==> config.mk <==
export PLATFORM = sky130hd
export DESIGN_NAME = kcfg_port
export DESIGN_NICKNAME = d
export VERILOG_FILES = /design/src/rtl/kcfg_pkg.sv /design/src/rtl/kcfg_keydec.sv /design/src/rtl/kcfg_desc_table.sv /design/src/rtl/kcfg_byte_ram.sv /design/src/rtl/kcfg_port.sv
export SDC_FILE = /design/constraint.sdc
export NUM_CORES = 2
export LEC_CHECK = 0
export CAP_MARGIN = 30
export CORE_MARGIN = 4
export CORE_UTILIZATION = 35
export CTS_CLUSTER_SIZE = 28
export DETAILED_ROUTE_END_ITERATION = 16
export DONT_BUFFER_PORTS = 1
export GPL_ROUTABILITY_DRIVEN = 1
export MAX_ROUTING_LAYER = met4
export SLEW_MARGIN = 15
export SYNTH_ARGS = -nofsm -noshare
export SYNTH_HDL_FRONTEND = slang
export SYNTH_SLANG_ARGS = --single-unit
==> constraint.sdc <==
create_clock -name clk -period 6.5 [get_ports clk]
set_clock_uncertainty 0.1 [all_clocks]
set_input_delay 1.3 -clock clk [delete_from_list [all_inputs] [get_ports clk]]
set_output_delay 1.3 -clock clk [all_outputs]
set_load 0.03 [all_outputs]
==> src/rtl/kcfg_pkg.sv <==
`timescale 1ns/1ps
// Shared key layout for the keyed configuration port.
// Assumes a 16-bit key: bank flag on top, write-channel flag below it,
// entry index in the remaining low bits.
package kcfg_pkg;
    localparam int KEY_W   = 16;
    localparam int FIELD_W = 14;

    typedef struct packed {
        logic               bank;   // 1 = architecture-local bank
        logic               wrch;   // 1 = write channel open
        logic [FIELD_W-1:0] idx;    // entry index field
    } key_t;
endpackage

==> src/rtl/kcfg_keydec.sv <==
`timescale 1ns/1ps
// Splits a key into bank, write-channel flag and index, and flags
// whether the index names an existing entry.
// Assumes NUM_ENT >= 2 and NUM_ENT <= 2**14.
module kcfg_keydec #(
    parameter int NUM_ENT = 32,
    parameter int IDX_W   = $clog2(NUM_ENT)
) (
    input  kcfg_pkg::key_t   key,
    output logic             valid,
    output logic             bank,
    output logic             wrch,
    output logic [IDX_W-1:0] idx
);
    // Decode the flags and range-check the index field.
    always_comb begin
        valid = (32'(key.idx) < NUM_ENT);
        bank  = key.bank;
        wrch  = key.wrch;
        idx   = key.idx[IDX_W-1:0];
    end
endmodule

==> src/rtl/kcfg_desc_table.sv <==
`timescale 1ns/1ps
// Holds a base address and a length for each entry of both banks.
// Written only from the host load port; lengths clear on reset.
// Assumes the reader keeps rd_idx below NUM_ENT when it uses the result.
module kcfg_desc_table #(
    parameter int NUM_ENT = 32,
    parameter int IDX_W   = $clog2(NUM_ENT),
    parameter int RAM_AW  = 8,
    parameter int LEN_W   = 8
) (
    input  logic              clk,
    input  logic              rst_n,
    input  logic              ld_we,
    input  logic              ld_bank,
    input  logic [IDX_W-1:0]  ld_idx,
    input  logic [RAM_AW-1:0] ld_base,
    input  logic [LEN_W-1:0]  ld_len,
    input  logic              rd_bank,
    input  logic [IDX_W-1:0]  rd_idx,
    output logic [RAM_AW-1:0] rd_base,
    output logic [LEN_W-1:0]  rd_len
);
    localparam int NBANK = 2;

    logic [RAM_AW-1:0] base_q [NBANK][NUM_ENT];
    logic [LEN_W-1:0]  len_q  [NBANK][NUM_ENT];
    logic              idx_ok;

    assign idx_ok = (32'(ld_idx) < NUM_ENT);

    for (genvar b = 0; b < NBANK; b++) begin : g_bank
        // Store or clear the descriptors of one bank.
        always_ff @(posedge clk) begin
            if (!rst_n) begin
                for (int e = 0; e < NUM_ENT; e++) begin
                    len_q[b][e]  <= '0;
                    base_q[b][e] <= '0;
                end
            end else if (ld_we && idx_ok && (ld_bank == 1'(b))) begin
                base_q[b][ld_idx] <= ld_base;
                len_q[b][ld_idx]  <= ld_len;
            end
        end
    end

    // Look up the descriptor of the current selection.
    always_comb begin
        rd_base = base_q[rd_bank][rd_idx];
        rd_len  = len_q[rd_bank][rd_idx];
    end
endmodule

==> src/rtl/kcfg_byte_ram.sv <==
`timescale 1ns/1ps
// Byte RAM shared by all entries: one write port, one asynchronous read.
// Assumes the caller has already arbitrated between its writers.
module kcfg_byte_ram #(
    parameter int DEPTH = 256,
    parameter int AW    = $clog2(DEPTH)
) (
    input  logic          clk,
    input  logic          we,
    input  logic [AW-1:0] waddr,
    input  logic [7:0]    wdata,
    input  logic [AW-1:0] raddr,
    output logic [7:0]    rdata
);
    logic [7:0] mem [DEPTH];

    // Write one byte.
    always_ff @(posedge clk) begin
        if (we) mem[waddr] <= wdata;
    end

    // Read the addressed byte.
    assign rdata = mem[raddr];
endmodule

==> src/rtl/kcfg_port.sv <==
`timescale 1ns/1ps
// Keyed configuration port: a control register selects an entry by key,
// and a byte data register streams or fills it through an auto-advancing
// offset. A write that fills an open entry raises a one-cycle strobe.
// Assumes one bus access per strobe cycle, and no host RAM load in the
// same cycle as an accepted data write (the bus write wins).
module kcfg_port #(
    parameter int NUM_ENT   = 32,
    parameter int RAM_DEPTH = 256,
    parameter int LEN_W     = 8,
    parameter int RAM_AW    = $clog2(RAM_DEPTH),
    parameter int IDX_W     = $clog2(NUM_ENT)
) (
    input  logic              clk,
    input  logic              rst_n,
    input  logic              bus_req,
    input  logic              bus_we,
    input  logic              bus_addr,
    input  logic              bus_wide,
    input  logic [15:0]       bus_wdata,
    output logic [7:0]        bus_rdata,
    input  logic              ld_ram_we,
    input  logic [RAM_AW-1:0] ld_ram_addr,
    input  logic [7:0]        ld_ram_data,
    input  logic              ld_ent_we,
    input  logic              ld_ent_bank,
    input  logic [IDX_W-1:0]  ld_ent_idx,
    input  logic [RAM_AW-1:0] ld_ent_base,
    input  logic [LEN_W-1:0]  ld_ent_len,
    output logic              done_pulse,
    output logic              done_bank,
    output logic [IDX_W-1:0]  done_idx
);
    // access decode
    logic ctl_wr, ctl_rd, dat_rd, dat_wr;
    // current selection and offset
    logic              sel_valid, sel_bank, sel_wrch;
    logic [IDX_W-1:0]  sel_idx;
    logic [LEN_W-1:0]  off_q, off_inc;
    // decoded key
    logic              k_valid, k_bank, k_wrch;
    logic [IDX_W-1:0]  k_idx;
    // entry descriptor and data path
    logic [RAM_AW-1:0] ent_base, byte_addr, ram_waddr;
    logic [LEN_W-1:0]  ent_len;
    logic [7:0]        ram_q, ram_wdata;
    logic              has_room, rd_ok, wr_ok, fill, ram_we;

    // Classify the bus access by register and width.
    always_comb begin
        ctl_wr = bus_req &  bus_we & ~bus_addr &  bus_wide;
        ctl_rd = bus_req & ~bus_we & ~bus_addr;
        dat_rd = bus_req & ~bus_we &  bus_addr & ~bus_wide;
        dat_wr = bus_req &  bus_we &  bus_addr & ~bus_wide;
    end

    kcfg_keydec #(.NUM_ENT(NUM_ENT), .IDX_W(IDX_W)) u_keydec (
        .key   (kcfg_pkg::key_t'(bus_wdata)),
        .valid (k_valid),
        .bank  (k_bank),
        .wrch  (k_wrch),
        .idx   (k_idx)
    );

    kcfg_desc_table #(
        .NUM_ENT(NUM_ENT), .IDX_W(IDX_W), .RAM_AW(RAM_AW), .LEN_W(LEN_W)
    ) u_desc (
        .clk     (clk),
        .rst_n   (rst_n),
        .ld_we   (ld_ent_we),
        .ld_bank (ld_ent_bank),
        .ld_idx  (ld_ent_idx),
        .ld_base (ld_ent_base),
        .ld_len  (ld_ent_len),
        .rd_bank (sel_bank),
        .rd_idx  (sel_idx),
        .rd_base (ent_base),
        .rd_len  (ent_len)
    );

    // Decide whether the current data access may touch the entry.
    always_comb begin
        off_inc   = off_q + 1'b1;
        has_room  = sel_valid && (ent_len != '0) && (off_q < ent_len);
        rd_ok     = dat_rd && has_room;
        wr_ok     = dat_wr && sel_wrch && has_room;
        fill      = wr_ok && (off_inc == ent_len);
        byte_addr = ent_base + RAM_AW'(off_q);
    end

    // Arbitrate the RAM write port between the bus and the host load.
    always_comb begin
        ram_we    = wr_ok | ld_ram_we;
        ram_waddr = wr_ok ? byte_addr : ld_ram_addr;
        ram_wdata = wr_ok ? bus_wdata[7:0] : ld_ram_data;
    end

    kcfg_byte_ram #(.DEPTH(RAM_DEPTH), .AW(RAM_AW)) u_ram (
        .clk   (clk),
        .we    (ram_we),
        .waddr (ram_waddr),
        .wdata (ram_wdata),
        .raddr (byte_addr),
        .rdata (ram_q)
    );

    // Latch the selection on a control write; reset selects key 0.
    always_ff @(posedge clk) begin
        if (!rst_n) begin
            sel_valid <= 1'b1;
            sel_bank  <= 1'b0;
            sel_wrch  <= 1'b0;
            sel_idx   <= '0;
        end else if (ctl_wr) begin
            sel_valid <= k_valid;
            sel_bank  <= k_bank;
            sel_wrch  <= k_wrch;
            sel_idx   <= k_idx;
        end
    end

    // Track the byte offset: clear on select or fill, advance on accept.
    always_ff @(posedge clk) begin
        if (!rst_n)              off_q <= '0;
        else if (ctl_wr || fill) off_q <= '0;
        else if (rd_ok || wr_ok) off_q <= off_inc;
    end

    // Register read data for both registers.
    always_ff @(posedge clk) begin
        if (!rst_n)      bus_rdata <= 8'h00;
        else if (dat_rd) bus_rdata <= rd_ok ? ram_q : 8'h00;
        else if (ctl_rd) bus_rdata <= 8'h00;
    end

    // Raise the completion strobe and name the filled entry.
    always_ff @(posedge clk) begin
        if (!rst_n) begin
            done_pulse <= 1'b0;
            done_bank  <= 1'b0;
            done_idx   <= '0;
        end else begin
            done_pulse <= fill;
            if (fill) begin
                done_bank <= sel_bank;
                done_idx  <= sel_idx;
            end
        end
    end
endmodule

==> run summary <==
Vias per cell = 5.424
Cells after Synth = 6587
Fmax = 153.5 MHz
Residual DRC = 0
DRT Wirelength = 346100 um
CP endpoint kind = register
CP required = 7190 ps
Worst-path fanout max = 26
Most Crowded Layer GR = met2
Share of the synthesized area in the top cell type = 0.7181
Max-capacitance violation count = 0
Register area share after synthesis = 0.7230
Final Hold Fails = 0
GR Util met1 = 0.2502
CTS Sinks = 3104
H-tree levels = 5
Violated checks = negative setup slack
LEAKAGE = 48.08 nW
Multi-input logic area = 34610 um^2
Pwr Total = 45.43 mW
Final Max Tran Viols = 0
CP startpoint kind = register
Fin area = 151200 um^2
Slew @ Worst Pin = 968.8 ps
Slew headroom = 0.3498
TritonCTS Buffers = 333
Initial DRC count = 8000
Die Wd = 613.9 um
Synth Register Bits = 3104
YS warnings = 0
Row cnt = 222
Peak VDD IR = 0.2354 mV
Syn Std Cell Area = 128500 um^2
RSZ-0062 raised after global routing = true
Post-route ant nets = 0
DP Area = 139400 um^2
Fin nets = 7127
Tmin final = 6517 ps
Register Area = 92900 um^2
First-pass GRT wire length = 498100 um
Placed cell count = 11510
PortBufs = 0
Via count = 65860
Worst Reg-to-Reg Cells = 16
Setup TNS = -16.77 ps
Synth top cells by count = edfxtp_1 (3072), and2_1 (1027), mux4_2 (918), nor2_1 (362), clkbuf_1 (335)
Fin crit share = 1.003
Power per cell area = 300.5 nW/um^2
GRT met3 Usage = 0.02744
CORE AREA = 365500 um^2
Die area = 376800 um^2
Clk Latency, worst-skew pair = 920 ps
Area growth syn-to-layout = 17.70%
Filler cell count = 31750
Syn nets = 6666
Met2 Usage GRT = 0.3009
Drt pass-1 iters = 6
Final setup fails = 1
Post-synth EDFFs = 3072
DP HPWL = 221700 um
Gpl congestion = 0.8492
Starting Density = 0.3515
Post-DR wirelength/cell = 28.50 um
Synth unique cells = 67
Hold Path Class = register to register
All-Layer GR Usage = 0.1866
Non-Filler Instances = 12140
Crit path DAT = 7210 ps
Syn_area_per_cell = 19.50 um^2
Pre-CTS WS = -305.0 ps
Status = finished with violations
Initial antenna violation count = 14
GR Overflow Total = 0
Fin worst setup slack = -16.77 ps
Crit path kind = register to register
Post-synth top area cell = edfxtp_1
Top-count cell post-synth = edfxtp_1
Largest net degree at the start of global routing = 103
Synth area leaders = edfxtp_1 (72%), mux4_2 (16%), and2_1 (5.0%), mux2i_1 (1.2%), nor2_1 (1.1%)
Clock root buffer = clkbuf_16
Top_reg_cell synth = edfxtp_1
CTS max path bufs = 4
Die height = 613.9 um
I/O pins = 77
Worst-path clk slew = 70 ps
TritonCTS clock tree = built
FFs w/ async S/R, synth = 0
Share of cells above drive strength 1 = 0.3060
Vias in the first global route = 66350
Cts hold-fix bufs = 0
Hold depth = 2
-- cells in the final DEF, fill, tap and decap left out, types with 10 or more instances in the layout --
cell        count
mux2i_4        23
buf_4         422
mux2i_1       136
nor2_1        224
o21ai_1        59
clkinv_1       73
buf_6          27
nand4_1        11
nand2b_1       15
nor3_1         46
nor2_4         46
buf_12        148
edfxtp_1     3072
xnor2_1        19
nor2b_1        21
dfxtp_1        27
bufinv_16      32
clkinv_2       64
inv_6          13
clkinvlp_4     17
clkbuf_16     338
nor2_2         93
mux4_2        918
o21ai_0        17
mux2_2         10
nand2_1        73
a22oi_1        44
clkbuf_1       51
nand3_1        46
and2_1       1027
ha_1           15
-- per-stage QoR --
step	utilization	hold slack (ps)
6_report	0.4136	370.9
5_1_grt	0.4136	411.2
4_1_cts	0.4121	378.9
3_5_place_dp	0.3812	364.0
3_3_place_gp	0.3798	358.0
2_1_floorplan	-	340.1
-- flip-flops by register name, indices dropped and copies added (netlist names), named ones only --
name           count
bus_rdata          8
sel_bank           1
u_ram.mem       2048
done_idx           5
done_bank          1
u_desc.len_q     512
done_pulse         1
sel_idx            5
sel_valid          1
off_q              8
u_desc.base_q    512
sel_wrch           1
-- cell type report --
class                   count  area share
flip-flops and latches   3104      0.6144
clock buffers             390     0.05722
repair buffers            614     0.04532
diodes                      6  0.00009930
well taps                4816     0.03985
inverters                   8   0.0001986
clock inverters           217     0.01403
multi-input cells        2987      0.2289
-- metal layers --
metal	share of wire	up-vias	routed length, um
li1	-	27220	-
met1	0.41	35340	141400
met2	0.50	2778	171600
met3	0.070	519	24070
met4	0.026	0	8987
met5	0	-	0
-- worst max-delay path, cell delays in order, from the launching register on --
cell and delay, ps:
dfxtp_4 470, buf_12 250, mux4_2 540, mux4_2 570
mux4_2 570, ha_4 190, buf_4 130, inv_1 100
fa_4 710, buf_16 220, buf_16 210, mux4_2 380
mux4_2 560, mux4_2 610, mux2i_4 260, nand2_1 90
a32o_1 270
-- worst paths after layout --
| path | slack, ps | start | end |
|---|---|---|---|
| min reg2reg | 370 | sel_valid | sel_valid |
| max reg2reg | -20 | register | bus_rdata[4] |
| max | -20 | register | bus_rdata[4] |
| min | 370 | sel_valid | sel_valid |
-- where the power goes --
part	total (mW)	switching [mW]	internal, mW
registers	22.5	0.121	22.3
clock network	18.8	7.92	10.9
logic	4.20	2.29	1.91
-- logic make-up after synthesis --
logic type | count (synthesis) | share of synthesized area
adders and majority gates | 17 | 0.001714
muxes | 1104 | 0.1761
xor gates and xnor gates | 27 | 0.001948
AOI/OAI and AO/OA | 193 | 0.01005
and+or+nand+nor | 1646 | 0.07118
buffers and inverters | 496 | 0.01593
DFF | 3104 | 0.7230
-- what timing repair did --
action / 4_1_cts / 5_1_grt
cloned: 5 / 1
gates resized for setup: 86 / 116
pin swaps: 1 / 0
endpoints found under the setup margin: 541 / 1546
buffers inserted: 3 / 8
Power figures use the tool's default switching activity.
